## config.mk

```make
export PLATFORM = sky130hd
export DESIGN_NAME = rule_matrix_ctrl
export DESIGN_NICKNAME = d
export VERILOG_FILES = /design/src/rtl/rule_matrix_pkg.sv /design/src/rtl/rule_matrix_store.sv /design/src/rtl/rule_matrix_fire.sv /design/src/rtl/rule_matrix_srbank.sv /design/src/rtl/rule_matrix_ctrl.sv
export SDC_FILE = /design/constraint.sdc
export NUM_CORES = 1
export LEC_CHECK = 0
export ABC_AREA = 0
export BUFFER_PORTS_ARGS = -buffer_cell sky130_fd_sc_hd__clkbuf_2
export CORE_MARGIN = 2
export CORE_UTILIZATION = 66
export CTS_CLUSTER_DIAMETER = 50
export DETAILED_ROUTE_END_ITERATION = 8
export HOLD_SLACK_MARGIN = 0.05
export PLACE_DENSITY = 0.84
export SLEW_MARGIN = 20
export SYNTH_ARGS = -nofsm -noshare
export SYNTH_HDL_FRONTEND = slang
export SYNTH_HIERARCHICAL = 1
export SYNTH_SLANG_ARGS = --single-unit
```

## constraint.sdc

```tcl
create_clock -name clk -period 5.95 [get_ports clk]
set_input_delay 0.8925 -clock clk [delete_from_list [all_inputs] [get_ports clk]]
set_output_delay 0.8925 -clock clk [all_outputs]
set_load 0.02 [all_outputs]
```

## src/rtl/rule_matrix_pkg.sv

```systemverilog
// Shared helpers for the ternary rule-matrix controller.
// Assumes: all sizes are elaboration-time constants.
package rule_matrix_pkg;

    // Which half of a rule a configuration write targets.
    typedef enum logic {
        TBL_COND   = 1'b0,
        TBL_ACTION = 1'b1
    } tbl_sel_e;

    // Larger of two widths.
    function automatic int unsigned max2(input int unsigned a, input int unsigned b);
        return (a > b) ? a : b;
    endfunction

    // Index width for n entries, never below one bit.
    function automatic int unsigned idx_width(input int unsigned n);
        return (n > 1) ? $clog2(n) : 1;
    endfunction

endpackage

```

## src/rtl/rule_matrix_store.sv

```systemverilog
// Rule table: per rule, a condition (care/value over inputs+inner) and an
// action (care/value over inner+outputs). Cleared on reset so every rule
// matches and acts on nothing.
// Assumes: wr_en is already qualified by the caller (controller stopped).
module rule_matrix_store
    import rule_matrix_pkg::*;
#(
    parameter int unsigned N_RULES = 8,
    parameter int unsigned NC      = 8,
    parameter int unsigned NE      = 8,
    parameter int unsigned DW      = 8,
    parameter int unsigned RW      = 3
) (
    input  logic          clk,
    input  logic          rst_n,
    input  logic          wr_en,
    input  logic          wr_sel,
    input  logic [RW-1:0] wr_rule,
    input  logic [DW-1:0] wr_care,
    input  logic [DW-1:0] wr_val,
    output logic [NC-1:0] c_care [N_RULES],
    output logic [NC-1:0] c_val  [N_RULES],
    output logic [NE-1:0] e_care [N_RULES],
    output logic [NE-1:0] e_val  [N_RULES]
);

    tbl_sel_e sel;
    assign sel = tbl_sel_e'(wr_sel);

    for (genvar r = 0; r < N_RULES; r++) begin : g_rule
        logic hit_addr;
        assign hit_addr = wr_en && (wr_rule == RW'(r));

        // Holds one rule; the write replaces one half of it.
        always_ff @(posedge clk) begin
            if (!rst_n) begin
                c_care[r] <= '0;
                c_val[r]  <= '0;
                e_care[r] <= '0;
                e_val[r]  <= '0;
            end else if (hit_addr) begin
                if (sel == TBL_COND) begin
                    c_care[r] <= wr_care[NC-1:0];
                    c_val[r]  <= wr_val[NC-1:0];
                end else begin
                    e_care[r] <= wr_care[NE-1:0];
                    e_val[r]  <= wr_val[NE-1:0];
                end
            end
        end
    end

endmodule

```

## src/rtl/rule_matrix_fire.sv

```systemverilog
// Product and sum planes: matches every condition against the present
// variables, then ORs the actions of matching rules into per-variable
// set and reset requests.
// Assumes: purely combinational; no priority among rules.
module rule_matrix_fire #(
    parameter int unsigned N_RULES = 8,
    parameter int unsigned NC      = 8,
    parameter int unsigned NE      = 8
) (
    input  logic [NC-1:0] present,
    input  logic [NC-1:0] c_care [N_RULES],
    input  logic [NC-1:0] c_val  [N_RULES],
    input  logic [NE-1:0] e_care [N_RULES],
    input  logic [NE-1:0] e_val  [N_RULES],
    output logic [NE-1:0] set_v,
    output logic [NE-1:0] clr_v
);

    logic [N_RULES-1:0] hit;

    for (genvar r = 0; r < N_RULES; r++) begin : g_match
        // A rule matches when no cared entry disagrees with the present value.
        assign hit[r] = ((present ^ c_val[r]) & c_care[r]) == '0;
    end

    // Collects set and reset demands from all matching rules.
    always_comb begin
        set_v = '0;
        clr_v = '0;
        for (int r = 0; r < N_RULES; r++) begin
            set_v = set_v | ({NE{hit[r]}} & e_care[r] &  e_val[r]);
            clr_v = clr_v | ({NE{hit[r]}} & e_care[r] & ~e_val[r]);
        end
    end

endmodule

```

## src/rtl/rule_matrix_srbank.sv

```systemverilog
// Bank of set/reset flip-flops, one per controlled variable. A lone set
// or lone reset acts on a run step; both together hold the bit and are
// reported on the conflict flag.
// Assumes: INIT gives the reset value of every bit.
module rule_matrix_srbank #(
    parameter int unsigned     NE   = 8,
    parameter logic [NE-1:0]   INIT = '0
) (
    input  logic          clk,
    input  logic          rst_n,
    input  logic          step,
    input  logic [NE-1:0] set_v,
    input  logic [NE-1:0] clr_v,
    output logic [NE-1:0] q,
    output logic          conflict
);

    for (genvar i = 0; i < NE; i++) begin : g_bit
        logic bit_q;

        // One set/reset cell with hold on contradiction or idle.
        always_ff @(posedge clk) begin
            if (!rst_n) begin
                bit_q <= INIT[i];
            end else if (step) begin
                case ({set_v[i], clr_v[i]})
                    2'b10:   bit_q <= 1'b1;
                    2'b01:   bit_q <= 1'b0;
                    default: bit_q <= bit_q;
                endcase
            end
        end

        assign q[i] = bit_q;
    end

    // Flags a step in which any variable was driven both ways.
    always_ff @(posedge clk) begin
        if (!rst_n) begin
            conflict <= 1'b0;
        end else begin
            conflict <= step && ((set_v & clr_v) != '0);
        end
    end

endmodule

```

## src/rtl/rule_matrix_ctrl.sv

```systemverilog
// Top of the ternary rule-matrix controller. Rules are written while
// stopped; while running, all matching rules fire in parallel on each
// edge and unnamed variables hold (inertial behaviour).
// Assumes: run_en and cfg_* are synchronous to clk.
module rule_matrix_ctrl
    import rule_matrix_pkg::*;
#(
    parameter int unsigned          N_IN       = 4,
    parameter int unsigned          N_INNER    = 4,
    parameter int unsigned          N_OUT      = 4,
    parameter int unsigned          N_RULES    = 8,
    parameter logic [N_INNER-1:0]   INIT_INNER = 4'b0110,
    localparam int unsigned         NC         = N_IN + N_INNER,
    localparam int unsigned         NE         = N_INNER + N_OUT,
    localparam int unsigned         DW         = max2(NC, NE),
    localparam int unsigned         RW         = idx_width(N_RULES)
) (
    input  logic               clk,
    input  logic               rst_n,
    input  logic               run_en,
    input  logic [N_IN-1:0]    in_vec,
    input  logic               cfg_we,
    input  logic               cfg_sel,
    input  logic [RW-1:0]      cfg_rule,
    input  logic [DW-1:0]      cfg_care,
    input  logic [DW-1:0]      cfg_val,
    output logic [N_INNER-1:0] inner_q,
    output logic [N_OUT-1:0]   out_q,
    output logic               conflict
);

    localparam logic [NE-1:0] INIT_STATE = {{N_OUT{1'b0}}, INIT_INNER};

    logic [NC-1:0] c_care [N_RULES];
    logic [NC-1:0] c_val  [N_RULES];
    logic [NE-1:0] e_care [N_RULES];
    logic [NE-1:0] e_val  [N_RULES];
    logic [NE-1:0] set_v;
    logic [NE-1:0] clr_v;
    logic [NE-1:0] bank_q;
    logic [NC-1:0] present;
    logic          wr_ok;

    // Writes are only accepted while the controller is stopped.
    assign wr_ok   = cfg_we && !run_en;
    assign present = {inner_q, in_vec};

    rule_matrix_store #(
        .N_RULES (N_RULES),
        .NC      (NC),
        .NE      (NE),
        .DW      (DW),
        .RW      (RW)
    ) u_store (
        .clk     (clk),
        .rst_n   (rst_n),
        .wr_en   (wr_ok),
        .wr_sel  (cfg_sel),
        .wr_rule (cfg_rule),
        .wr_care (cfg_care),
        .wr_val  (cfg_val),
        .c_care  (c_care),
        .c_val   (c_val),
        .e_care  (e_care),
        .e_val   (e_val)
    );

    rule_matrix_fire #(
        .N_RULES (N_RULES),
        .NC      (NC),
        .NE      (NE)
    ) u_fire (
        .present (present),
        .c_care  (c_care),
        .c_val   (c_val),
        .e_care  (e_care),
        .e_val   (e_val),
        .set_v   (set_v),
        .clr_v   (clr_v)
    );

    rule_matrix_srbank #(
        .NE   (NE),
        .INIT (INIT_STATE)
    ) u_bank (
        .clk      (clk),
        .rst_n    (rst_n),
        .step     (run_en),
        .set_v    (set_v),
        .clr_v    (clr_v),
        .q        (bank_q),
        .conflict (conflict)
    );

    assign inner_q = bank_q[N_INNER-1:0];
    assign out_q   = bank_q[NE-1:N_INNER];

endmodule

```

# == Yosys cells after proc, flatten, opt, wreduce, memory -nomap -nowiden ==
# Cells that the tools add are included.
# W data, S select, Z words.
# word_totals
ff_bits,265
latch_bits,0
ram_bits,0
mem_bits_ro,0
out_inout_bits,9
elab_cells,189
memories,0
# classes
add_sub_neg,0
n_mul,0
div,0
magnitude_cmp,0
n_eq_ne,23
shifts,0
mux,8
bitwise_logic,64
n_reduce_logical,53
# ops
cell,n
$and A8 B8 Y8,33
$or A8 B8 Y8,14
$logic_not A8 Y1,8
$not A8 Y8,8
$xor A8 B8 Y8,8
$reduce_and A2 Y1,24
$eq A2 B1 Y1 const B,8
$eq A2 B2 Y1 const B,8
$pmux W1 S2,8
$reduce_bool A2 Y1,8
$eq A3 B3 Y1 const B,4
$logic_and A1 B1 Y1,10
$reduce_bool A8 Y1,1
$eq A3 B2 Y1 const B,2
$eq A3 B1 Y1 const B,1
$logic_not A3 Y1,1
$logic_not A1 Y1,1
$not A1 Y1,1

# == Longest topological paths before layout ==
# logic_depth
ltp_word,15
mapped_depth,14
ltp_nobuf,10

# == By module ==
# Netlist, hierarchy kept.
# by_module_without_submodules
module,n_inst,cells_per_inst,area_per_inst_um2,seq_area_each_um2
rule_matrix_store,1,876,9196.3,5124.9
rule_matrix_fire,1,312,2133.3,0.0
rule_matrix_srbank,1,73,698.2,180.2
rule_matrix_ctrl,1,1,13.8,0.0

# == Least setup slack after synthesis ==
# No wires, ideal clock.
# synth_timing
kind,input-to-reg
start,in in_vec[1]
end,reg u_bank.g_bit[1].bit_q
setup_time_ns,0.079
t_arrival_ns,2.981
t_required_ns,5.871
setup_slack_ns,2.890
stages,11
path_buffers,2
path_cell_list,buf_4 xor2_2 a22oi_1 and4_1 buf_6 a32oi_1 o221ai_1 or3_1 ha_1 or3b_1 o211ai_1
# synth_via
elab_chain_len,15
elab_cells_between_ends,67
cone_classes,eq/ne: 2; mux: 1; bitwise: 54; reduce/logical: 10
# synth_rtl
element,line_no,rtl
from (decl),rule_matrix_ctrl.sv:21,"input logic [N_IN-1:0] in_vec,"
$xor A8 B8 Y8,rule_matrix_fire.sv:23,assign hit[r] = ((present ^ c_val[r]) & c_care[r]) == '0;
$and A8 B8 Y8,rule_matrix_fire.sv:23,
$logic_not A8 Y1,rule_matrix_fire.sv:23,
$and A8 B8 Y8 (2 in series),rule_matrix_fire.sv:32,clr_v = clr_v | ({NE{hit[r]}} & e_care[r] & ~e_val[r]);
$or A8 B8 Y8 (6 in series),rule_matrix_fire.sv:32,
$or A8 B8 Y8 *,rule_matrix_fire.sv:32,
named net clr_v[1],rule_matrix_ctrl.sv:39,logic [NE-1:0] clr_v;
$eq A2 B2 Y1 or $eq A2 B1 Y1 (tied branches),rule_matrix_srbank.sv:26,"case ({set_v[i], clr_v[i]})"
$reduce_bool A2 Y1 (no line),--,
$reduce_and A2 Y1 (no line),--,
to (signal assigned),rule_matrix_srbank.sv:24,bit_q <= INIT[i];
to (signal assigned),rule_matrix_srbank.sv:29,default: bit_q <= bit_q;
to (decl),rule_matrix_srbank.sv:19,logic bit_q;
# The timed path passes the listed nets; every way through them passes the cells marked *.
# A chain may end at the register's enable or synchronous reset.

# == Final worst setup path ==
# layout_timing
start,reg u_bank.g_bit[1].bit_q
end,reg u_bank.g_bit[2].bit_q
# layout_via
elab_chain_len,15
elab_cells_between_ends,67
cone_classes,eq/ne: 2; mux: 1; bitwise: 54; reduce/logical: 10
# layout_rtl
element,line_no,rtl
$xor A8 B8 Y8,rule_matrix_fire.sv:23,
$and A8 B8 Y8,rule_matrix_fire.sv:23,
$logic_not A8 Y1,rule_matrix_fire.sv:23,
$and A8 B8 Y8 (2 in series),rule_matrix_fire.sv:31,set_v = set_v | ({NE{hit[r]}} & e_care[r] & e_val[r]);
$or A8 B8 Y8 (6 in series),rule_matrix_fire.sv:31,
$or A8 B8 Y8 *,rule_matrix_fire.sv:31,
named net set_v[2],rule_matrix_ctrl.sv:38,logic [NE-1:0] set_v;
$eq A2 B2 Y1 or $eq A2 B1 Y1 (tied branches),rule_matrix_srbank.sv:26,
$reduce_bool A2 Y1 (no line),--,
$reduce_and A2 Y1 (no line),--,
to (signal assigned),rule_matrix_srbank.sv:24,
to (signal assigned),rule_matrix_srbank.sv:29,
to (decl),rule_matrix_srbank.sv:19,
# Marks and branches as above.

==> flow_summary_export.csv <==
group,metric,value,unit
placement,routabilityCongestion,0.823,
flow_run,maxCapViolCount,0,
grt,grt_usage,0.293,
clock_tree,cts_made_buffers,27,
setup_path,cp.required,6.41,ns
clock_tree,cts_buffer_depth,3,
sta,timing.hold.ws,0.458,ns
die,fp.coreArea,17900,sq um
logic_synthesis,synth_ff_type,"dfxtp_1",
logic_synthesis,seq_area_frac_synth,0.441,
die,start_util,0.673,
sta,tightest_slew,1.12,ns
logic_synthesis,synth_area,12000,sq um
drt,routed_wl,29.4,mm
sta,setup_viol,0,
logic_synthesis,synth_top_area_frac,0.441,
clock_tree,cts_resized,0,
grt,busiest_layer,"met2",
placement,numPortBuffers,36,
drt,drt-vias-per-instance,6.10,
sta,hold_viol_final,0,
clock_tree,clk_transition_reported_paths,0.06,ns
die,io_pins,37,
min_path,hp-class,"reg -> reg",
logic_synthesis,yosys-top-cells-count,"339 x nand2_1, 265 x dfxtp_1, 256 x mux2i_1, 63 x xor2_1, 44 x clkbuf_1",
drt,vias,9063,
logic_synthesis,yosysWarnings,6,
clock_tree,clk_latency,0.54,ns
die,rows,49,
sta,rsz0062_at_grt,"false",
logic_synthesis,synthesis.nets,1306,
drt,drc,0,
sta,slew-limit-headroom,0.252,
grt,grt.met1_usage,0.367,
setup_path,crit_fanout,10,
grt,met3_usage,0.0428,
sta,period_share,0.605,
grt,grt_start_max_net_pins,100,
setup_path,critical_path.startpoint_type,"register",
run_status,status,"completed",
logic_synthesis,synth_area_per_cell,9.54,sq um
logic_synthesis,synth-seq-cells,265,
logic_synthesis,async_flop_share,0,
drt,routedWlPerCell,19.8,um
clock_tree,cts_setup_buffers,0,
sta,setup_tns,0,ns
logic_synthesis,synth.area.top_cells,"dfxtp_1 44%, mux2i_1 21%, nand2_1 11%",
logic_synthesis,synth_edf_count,0,
logic_synthesis,synth.distinct_cells,36,
logic_synthesis,yosys.area.top_type,"dfxtp_1",
cells_and_area,layout-area-overhead-vs-synth,6.94,%
grt,antenna_found_initial,0,
grt,grt_overflow_total,0,
die,die_w,139,um
setup_path,critPathArrivalTime,4.06,ns
grt,first_global_vias,8885,
power,p_leak,5.35,nW
setup_path,endpoint_kind,"register",
cells_and_area,fill_cells,1265,
sta,fin_crit,3.60,ns
die,die_area,19300,sq um
sta,skew,0.0181,ns
sta,drv_slew,0,
clock_tree,cts.sinks,265,
grt,grtUsageMet2,0.512,
drt,postRouteAntennaNets,0,
cells_and_area,n_antenna_cell,0,
placement,hpwlAfterDp,18.3,mm
clock_tree,cts_tree,"done",
cells_and_area,postLayoutCoreUtil,0.719,
drt,drt_iter0_markers,643,
drt,dr.pass1.iters,5,
power,ir_drop,0.316,mV
clock_tree,ctsHoldBuffers,0,
clock_tree,root_buffer,"clkbuf_16",
clock_tree,htreeDepth,1,
die,die_y,139,um
power,power.density,280,nW/um^2
sta,max_freq,0.278,GHz
grt,grt_pass1_wl,45.8,mm
cells_and_area,drive_above_1_share,0.0844,
cells_and_area,nets,1281,
logic_synthesis,synth.most_common_cell,"nand2_1",
logic_synthesis,syn_inst,1262,
setup_path,crit_type,"reg -> reg",
## routing by layer
metal / part of all wire / vias to the layer above
met5: 0 / -
met4: 0.036 / 0
met3: 0.061 / 74
met2: 0.48 / 314
met1: 0.42 / 4422
li1: - / 4253
## sequential cells by signal, summed over array words and instances (netlist names)
name                cells
u_store/c_care         64
u_store/c_val          64
u_store/e_care         64
u_store/e_val          64
u_bank/g_bit.bit_q      8
u_bank/conflict         1
## cell usage in the layout (no fill, tap or decap), types with 8 or more instances in the layout
cell type / instances
a22oi_1: 32
a311oi_1: 8
a31oi_1: 8
a32oi_1: 8
and3_1: 17
and4_1: 8
buf_4: 10
clkbuf_1: 8
clkbuf_16: 27
clkbuf_2: 35
dfxtp_1: 265
ha_1: 16
inv_1: 18
mux2i_1: 256
nand2_1: 339
nand3_1: 17
nand3b_1: 8
nand4_1: 10
nor2b_1: 8
nor2b_4: 9
o221ai_1: 8
o22ai_1: 24
or3_1: 11
xor2_1: 63
## cell type report
type	count	area, sq um	share of cell area
Timing Repair Buffer	46	264	0.0205
Clock buffer	40	774	0.0601
Tap cell	229	287	0.0223
Sequential cell	265	5310	0.412
Clock inverter	8	76.3	0.00593
Inverter	18	67.6	0.00525
Multi-Input combinational cell	879	6100	0.474
## cells by family (layout without fill, tap and decap cells)
kind of cell | Yosys count | in the layout | synth area share
AND/OR/NAND/NOR | 446 | 446 | 0.168
flip-flops | 265 | 265 | 0.441
multiplexers | 256 | 256 | 0.213
buffers and inverters | 118 | 112 | 0.0538
AO/OA/AOI/OAI | 97 | 97 | 0.0607
XOR/XNOR | 64 | 64 | 0.0472
adder cells (fa/ha/maj) | 16 | 16 | 0.0166
## where the power goes
part / internal, mW / switching (mW) / leakage, nW / total (mW)
sequential: 1.79 / 0.0147 / 2.14 / 1.80
combinational: 0.0486 / 0.125 / 2.79 / 0.174
clock: 0.943 / 0.682 / 0.421 / 1.63
total: 2.78 / 0.822 / 5.35 / 3.60
## worst max-delay path, stage by stage, from the launching register on
cell	delay, ns
dfxtp_1	0.77
xor2_1	0.16
a22oi_1	0.43
nand4_1	0.69
o22ai_1	0.40
a311oi_1	0.09
nand4_1	0.15
inv_1	0.06
ha_1	0.31
or3b_1	0.36
o211ai_1	0.09
## path summary, 6_finish.rpt
| kind | from | to | slack [ns] | cells past startpoint |
|---|---|---|---|---|
| hold / removal | u_store/c_care[1] | u_store/c_care[1] | 0.46 | 2 |
| setup reg to reg | u_bank/g_bit[1].bit_q | u_bank/g_bit[2].bit_q | 2.35 | 10 |
| hold reg to reg | u_store/c_care[1] | u_store/c_care[1] | 0.46 | 2 |
| setup / recovery | u_bank/g_bit[1].bit_q | u_bank/g_bit[2].bit_q | 2.35 | 10 |
## stage by stage
| step | setup slack [ns] | total power, mW | std cells | instance area, sq um |
|---|---|---|---|---|
| after floorplan | 2.89 | 1.97 | 1262 | 12000 |
| after global placement | 2.39 | 2.01 | 1437 | 12000 |
| after detailed placement | 2.32 | 2.01 | 1437 | 12000 |
| after CTS | 2.50 | 3.61 | 1485 | 12900 |
| after global routing | 2.24 | 3.70 | 1485 | 12900 |
| final | 2.35 | 3.60 | 1485 | 12900 |
Note: power is estimated with default switching activity, not from simulation.
